<file path="config.mk">
export PLATFORM = sky130hd
export DESIGN_NAME = wpk_guard
export DESIGN_NICKNAME = d
export VERILOG_FILES = /design/src/rtl/wpk_pkg.sv /design/src/rtl/wpk_addr_map.sv /design/src/rtl/wpk_kick_seq.sv /design/src/rtl/wpk_strobe_gate.sv /design/src/rtl/wpk_guard.sv
export SDC_FILE = /design/constraint.sdc
export NUM_CORES = 1
export LEC_CHECK = 0
export BUFFER_PORTS_ARGS = -buffer_cell sky130_fd_sc_hd__clkbuf_2
export CAP_MARGIN = 15
export CORE_AREA = 2 2 46 56
export DETAILED_ROUTE_END_ITERATION = 8
export DIE_AREA = 0 0 48 58
export PLACE_DENSITY = 0.78
export SLEW_MARGIN = 20
export SYNTH_ARGS = -nofsm -noshare
export SYNTH_HDL_FRONTEND = slang
export SYNTH_SLANG_ARGS = --single-unit
export TNS_END_PERCENT = 100
</file>
<file path="constraint.sdc">
create_clock -name clk -period 1.8 [get_ports clk]
set_clock_uncertainty 0.2 [all_clocks]
set_input_delay 0.27 -clock clk [delete_from_list [all_inputs] [get_ports clk]]
set_output_delay 0.27 -clock clk [all_outputs]
set_load 0.1 [all_outputs]
</file>
<file path="src/rtl/wpk_pkg.sv">
package wpk_pkg;

   // decoded class of one write access
   typedef enum logic [1:0] {
      AC_OPEN   = 2'd0,
      AC_PROT   = 2'd1,
      AC_KICK_A = 2'd2,
      AC_KICK_B = 2'd3
   } acc_cls_e;

   // progress of the two-key unlock
   typedef enum logic [1:0] {
      KS_LOCKED = 2'd0,
      KS_HALF   = 2'd1,
      KS_OPEN   = 2'd2
   } kick_st_e;

endpackage

</file>
<file path="src/rtl/wpk_addr_map.sv">
module wpk_addr_map #(
   parameter int                       WORD_W      = 6,
   parameter logic [(1<<WORD_W)-1:0]   PROT_MASK   = '0,
   parameter logic [WORD_W-1:0]        KICK_A_WORD = '0,
   parameter logic [WORD_W-1:0]        KICK_B_WORD = '1
) (
   input  logic [WORD_W-1:0]  word,
   output wpk_pkg::acc_cls_e  cls
);
   import wpk_pkg::*;

   localparam int NWORDS = 1 << WORD_W;

   logic [NWORDS-1:0] prot_hit;

   // one comparator per word that the mask marks as protected
   for (genvar gw = 0; gw < NWORDS; gw++) begin : g_word
      if (PROT_MASK[gw]) begin : g_on
         assign prot_hit[gw] = (word == WORD_W'(gw));
      end else begin : g_off
         assign prot_hit[gw] = 1'b0;
      end
   end

   always_comb begin
      if (word == KICK_A_WORD)      cls = AC_KICK_A;
      else if (word == KICK_B_WORD) cls = AC_KICK_B;
      else if (|prot_hit)           cls = AC_PROT;
      else                          cls = AC_OPEN;
   end

endmodule

</file>
<file path="src/rtl/wpk_kick_seq.sv">
module wpk_kick_seq #(
   parameter int                DATA_W = 32,
   parameter logic [DATA_W-1:0] KEY_A  = '1,
   parameter logic [DATA_W-1:0] KEY_B  = '1
) (
   input  logic               clk,
   input  logic               rst_n,
   input  logic               wr_en,
   input  wpk_pkg::acc_cls_e  cls,
   input  logic [DATA_W-1:0]  wr_data,
   output logic               locked
);
   import wpk_pkg::*;

   kick_st_e st_q, st_d;
   logic     key_a_ok, key_b_ok;

   assign key_a_ok = (wr_data == KEY_A);
   assign key_b_ok = (wr_data == KEY_B);

   always_comb begin
      st_d = st_q;
      if (wr_en) begin
         case (cls)
            AC_KICK_A: begin
               if (!key_a_ok)             st_d = KS_LOCKED;
               else if (st_q != KS_OPEN)  st_d = KS_HALF;
            end
            AC_KICK_B: begin
               if (key_b_ok && (st_q != KS_LOCKED)) st_d = KS_OPEN;
               else                                 st_d = KS_LOCKED;
            end
            default: ;
         endcase
      end
   end

   always_ff @(posedge clk or negedge rst_n) begin
      if (!rst_n) st_q <= KS_LOCKED;
      else        st_q <= st_d;
   end

   assign locked = (st_q != KS_OPEN);

endmodule

</file>
<file path="src/rtl/wpk_strobe_gate.sv">
module wpk_strobe_gate (
   input  logic              wr_en,
   input  wpk_pkg::acc_cls_e cls,
   input  logic              locked,
   output logic              bank_we
);
   import wpk_pkg::*;

   always_comb begin
      case (cls)
         AC_OPEN: bank_we = wr_en;
         AC_PROT: bank_we = wr_en & ~locked;
         default: bank_we = 1'b0;
      endcase
   end

endmodule

</file>
<file path="src/rtl/wpk_guard.sv">
module wpk_guard #(
   parameter int                             ADDR_W     = 8,
   parameter int                             DATA_W     = 32,
   parameter logic [ADDR_W-1:0]              KICK_A_OFS = 'h6C,
   parameter logic [ADDR_W-1:0]              KICK_B_OFS = 'h70,
   parameter logic [DATA_W-1:0]              KEY_A      = 'h83E70B13,
   parameter logic [DATA_W-1:0]              KEY_B      = 'h95A4F1E0,
   parameter logic [(1<<(ADDR_W-2))-1:0]     PROT_MASK  = 'h003F3F7F
) (
   input  logic               clk,
   input  logic               rst_n,
   input  logic               wr_en,
   input  logic [ADDR_W-1:0]  wr_addr,
   input  logic [DATA_W-1:0]  wr_data,
   output logic               bank_we,
   output logic [ADDR_W-1:0]  bank_addr,
   output logic [DATA_W-1:0]  bank_wdata,
   output logic               locked
);
   import wpk_pkg::*;

   localparam int WORD_W = ADDR_W - 2;
   localparam logic [WORD_W-1:0] KA_WORD = KICK_A_OFS[ADDR_W-1:2];
   localparam logic [WORD_W-1:0] KB_WORD = KICK_B_OFS[ADDR_W-1:2];

   // elaboration-time parameter checks
   if (ADDR_W < 3 || ADDR_W > 12) begin : g_bad_aw
      $error("wpk_guard: ADDR_W must lie in 3..12");
   end
   if (DATA_W < 1) begin : g_bad_dw
      $error("wpk_guard: DATA_W must be positive");
   end
   if (KICK_A_OFS[1:0] != 2'b00 || KICK_B_OFS[1:0] != 2'b00) begin : g_bad_align
      $error("wpk_guard: key offsets must be word aligned");
   end
   if (KA_WORD == KB_WORD) begin : g_bad_same
      $error("wpk_guard: key words must differ");
   end
   if (PROT_MASK[KA_WORD] || PROT_MASK[KB_WORD]) begin : g_bad_overlap
      $error("wpk_guard: key words may not be in the protected map");
   end
   if (KEY_A == '0 || KEY_B == '0) begin : g_bad_key
      $error("wpk_guard: zero is the relock value and cannot be a key");
   end

   acc_cls_e cls;
   logic     lock_q;

   wpk_addr_map #(
      .WORD_W      (WORD_W),
      .PROT_MASK   (PROT_MASK),
      .KICK_A_WORD (KA_WORD),
      .KICK_B_WORD (KB_WORD)
   ) u_map (
      .word (wr_addr[ADDR_W-1:2]),
      .cls  (cls)
   );

   wpk_kick_seq #(
      .DATA_W (DATA_W),
      .KEY_A  (KEY_A),
      .KEY_B  (KEY_B)
   ) u_seq (
      .clk     (clk),
      .rst_n   (rst_n),
      .wr_en   (wr_en),
      .cls     (cls),
      .wr_data (wr_data),
      .locked  (lock_q)
   );

   wpk_strobe_gate u_gate (
      .wr_en   (wr_en),
      .cls     (cls),
      .locked  (lock_q),
      .bank_we (bank_we)
   );

   assign bank_addr  = wr_addr;
   assign bank_wdata = wr_data;
   assign locked     = lock_q;

endmodule

</file>
==> impl_metrics.env <==
export IMPL_outcome="complete, but fails checks"
export IMPL_violations="negative setup slack"
export IMPL_rows=19
export IMPL_regMostFlops="u_seq.st_q"
export IMPL_grt_pass1_vias=783
export IMPL_cts_sinks=2
export IMPL_period_share_pct=106
export IMPL_top_usage_layer="met2"
export IMPL_htreeDepth=1
export IMPL_post_place_cells=162
export IMPL_period_minus_slack_ns=1.91
export IMPL_fillCellCount=226
export IMPL_dr_first_iter_drc_count=4
export IMPL_die_w_um=48
export IMPL_antenna_found_initial=0
export IMPL_register_area_um2=50.0
export IMPL_grt_overflow=0
export IMPL_vias_per_cell=4.70
export IMPL_diodes=0
export IMPL_drc=0
export IMPL_antenna_left=0
export IMPL_crit_required_ns=1.33
export IMPL_instances_no_fill=169
export IMPL_clock_fmax_mhz=523
export IMPL_met1_usage_pct=15.2
export IMPL_hpwl_mm=1.85
export IMPL_worstRegToRegCells=7
export IMPL_multiInputGateArea_um2=379
export IMPL_fin_ws_ns=-0.112
export IMPL_p_per_area_nw_per_um2=643
export IMPL_rr_startpoint="u_seq.st_q[0]"
export IMPL_cp_start_kind="register"
export IMPL_final_cell_mix="clkbuf_2, buf_4, nand2_1, nor4bb_1"
export IMPL_die_area_um2=2780
export IMPL_leakage_nw=0.544
export IMPL_pin_count=85
export IMPL_initial_core_util_pct=31.2
export IMPL_use_met2_pct=29.5
export IMPL_synth_top_area_cell="buf_4"
export IMPL_path_clk_slew_ns=0.03
export IMPL_worst_slew_pin_slew_ns=0.551
export IMPL_worstPathMaxFanout=3
export IMPL_fin_util_pct=44.4
export IMPL_drv_cap=0
export IMPL_synth_edf_count=0
export IMPL_r2r_slack_ns=0.11
export IMPL_netlist_top_cells_area="buf_4, dfrtp_1, nor4bb_1"
export IMPL_cp_data_arrival_time_ns=1.44
export IMPL_slew_viol_final=0
export IMPL_hold_viol=0
export IMPL_grt_met3_usage_pct=4.67
export IMPL_irDropWorstVdd_v=0.000288
export IMPL_synth_nets=129
export IMPL_synth_top_area_share_pct=42.6
export IMPL_path_class="reg2out"
export IMPL_synth_avg_cell_area_um2=8.21
export IMPL_area_growth_synth_to_final_pct=42.2
export IMPL_routedWlPerCell_um=11.9
export IMPL_cts_tree="yes"
export IMPL_insertion_delay_ns=0.22
export IMPL_clockBufferDepth=2
export IMPL_crit_path_end="bank_we"
export IMPL_crit_start="u_seq.st_q[1]"
export IMPL_yosysWarnings=0
export IMPL_synth_seq_area_share_pct=7.09
export IMPL_wl_mm=2.00
export IMPL_syn_area_um2=706
export IMPL_async_reset_ff_share_pct=100
export IMPL_die_y_um=58
export IMPL_rsz0062_at_grt="yes"
export IMPL_cts_root_buf="clkbuf_4"
export IMPL_grt_pass1_wl_mm=3.13
export IMPL_final_common_cell="clkbuf_2"
export IMPL_hp_class="in2async"
export IMPL_core_um2=2260
export IMPL_dr_pass1_iters=4
export IMPL_cts_buffers=3
export IMPL_io_buffers=80
export IMPL_place_gp_congestion=0.815
export IMPL_max_slew_margin_rel_pct=63.4
export IMPL_largest_register_ffs=2
export IMPL_timing_rr_end="u_seq.st_q[1]"
export IMPL_grt_max_degree=7
export IMPL_num_vias=795
export IMPL_reg_top3="u_seq.st_q (2)"
export IMPL_setup_viol=1
export IMPL_drive_gt1_share_pct=75.4
export IMPL_synth_cells=86
export IMPL_synth_seq_cells=2
export IMPL_critPathCaptureType="output port"
export IMPL_ys_types=29
export IMPL_grtUsageTotal_pct=15.3
export IMPL_ys_flop_type="dfrtp_1"
export IMPL_nets=183
-- kinds of logic after synthesis --
group	count (synthesis)	synth area share (%)
compound gates	8	12.4
buf+inv	43	44.1
flops	2	7.09
simple gates	33	36.3
-- routing by layer --
layer | wire length, µm | up-vias
li1 | - | 387
met1 | 735 | 348
met2 | 1070 | 58
met3 | 187 | 2
met4 | 5 | 0
met5 | 0 | -
-- synth_stat cells (all sizes together), types with 2 or more instances --
cell type  number
nand2           5
nor2            2
nand4           3
nor2b           2
nor4b           2
nor4            3
or4bb           3
nor4bb          4
o31ai           2
dfrtp           2
inv             3
buf            40
-- repair_timing --
| action | CTS | global route |
|---|---|---|
| endpoints found under the hold margin | 2 | 0 |
| setup endpoints to repair | 2 | 2 |
| gates cloned | 0 | 0 |
| gates resized for setup | 3 | 4 |
| buffers inserted | 2 | 1 |
| hold buffers | 1 | 0 |
| pin swaps | 3 | 2 |
-- critical path, stage by stage (launching register included) --
cell      delay, ns
dfrtp_1        0.36
nor2b_4        0.14
o31ai_2        0.24
a221oi_2       0.09
o21a_2         0.22
buf_12         0.16
-- through the flow --
stage | total power [W] | instance area, µm² | setup WS [ns] | hold WS, ns | TNS, ns
final | 0.000646 | 1000 | -0.112 | 0.185 | -0.112
after global routing | 0.000672 | 1000 | -0.180 | 0.187 | -0.180
after CTS | 0.000650 | 982 | -0.167 | 0.178 | -0.167
after detailed placement | 0.000546 | 922 | -0.0324 | -0.136 | -0.0324
after global placement | 0.000541 | 922 | 0.0261 | -0.141 | 0
after floorplan | 0.000508 | 728 | -0.130 | -0.226 | -0.291
-- worst min-delay path by stage --
| stage | cells past startpoint | slack [ns] | to |
|---|---|---|---|
| CTS | 2 | 0.18 | u_seq.st_q[0] |
| global route | 2 | 0.19 | u_seq.st_q[0] |
| finish | 2 | 0.18 | u_seq.st_q[0] |
| global placement | 1 | -0.14 | u_seq.st_q[1] |
| floorplan | 0 | -0.23 | u_seq.st_q[0] |
| detailed placement | 1 | -0.14 | u_seq.st_q[0] |
-- layout make-up --
type                    count  share of cell area, %
clock buffers               3                   2.24
inverters                   3                   1.50
multi-input cells          41                   37.8
flip-flops and latches      2                   4.99
well taps                  31                   3.87
repair buffers             89                   49.6
-- report_power, final --
part	internal (W)	total, W	switching, W
Sequential	0.0000453	0.0000453	0.0000000000000103
Clock	0.0000734	0.0000973	0.0000239
Combinational	0.0000917	0.000503	0.000411
Total	0.000210	0.000646	0.000435
No activity file was read; power rests on OpenSTA's default activity.
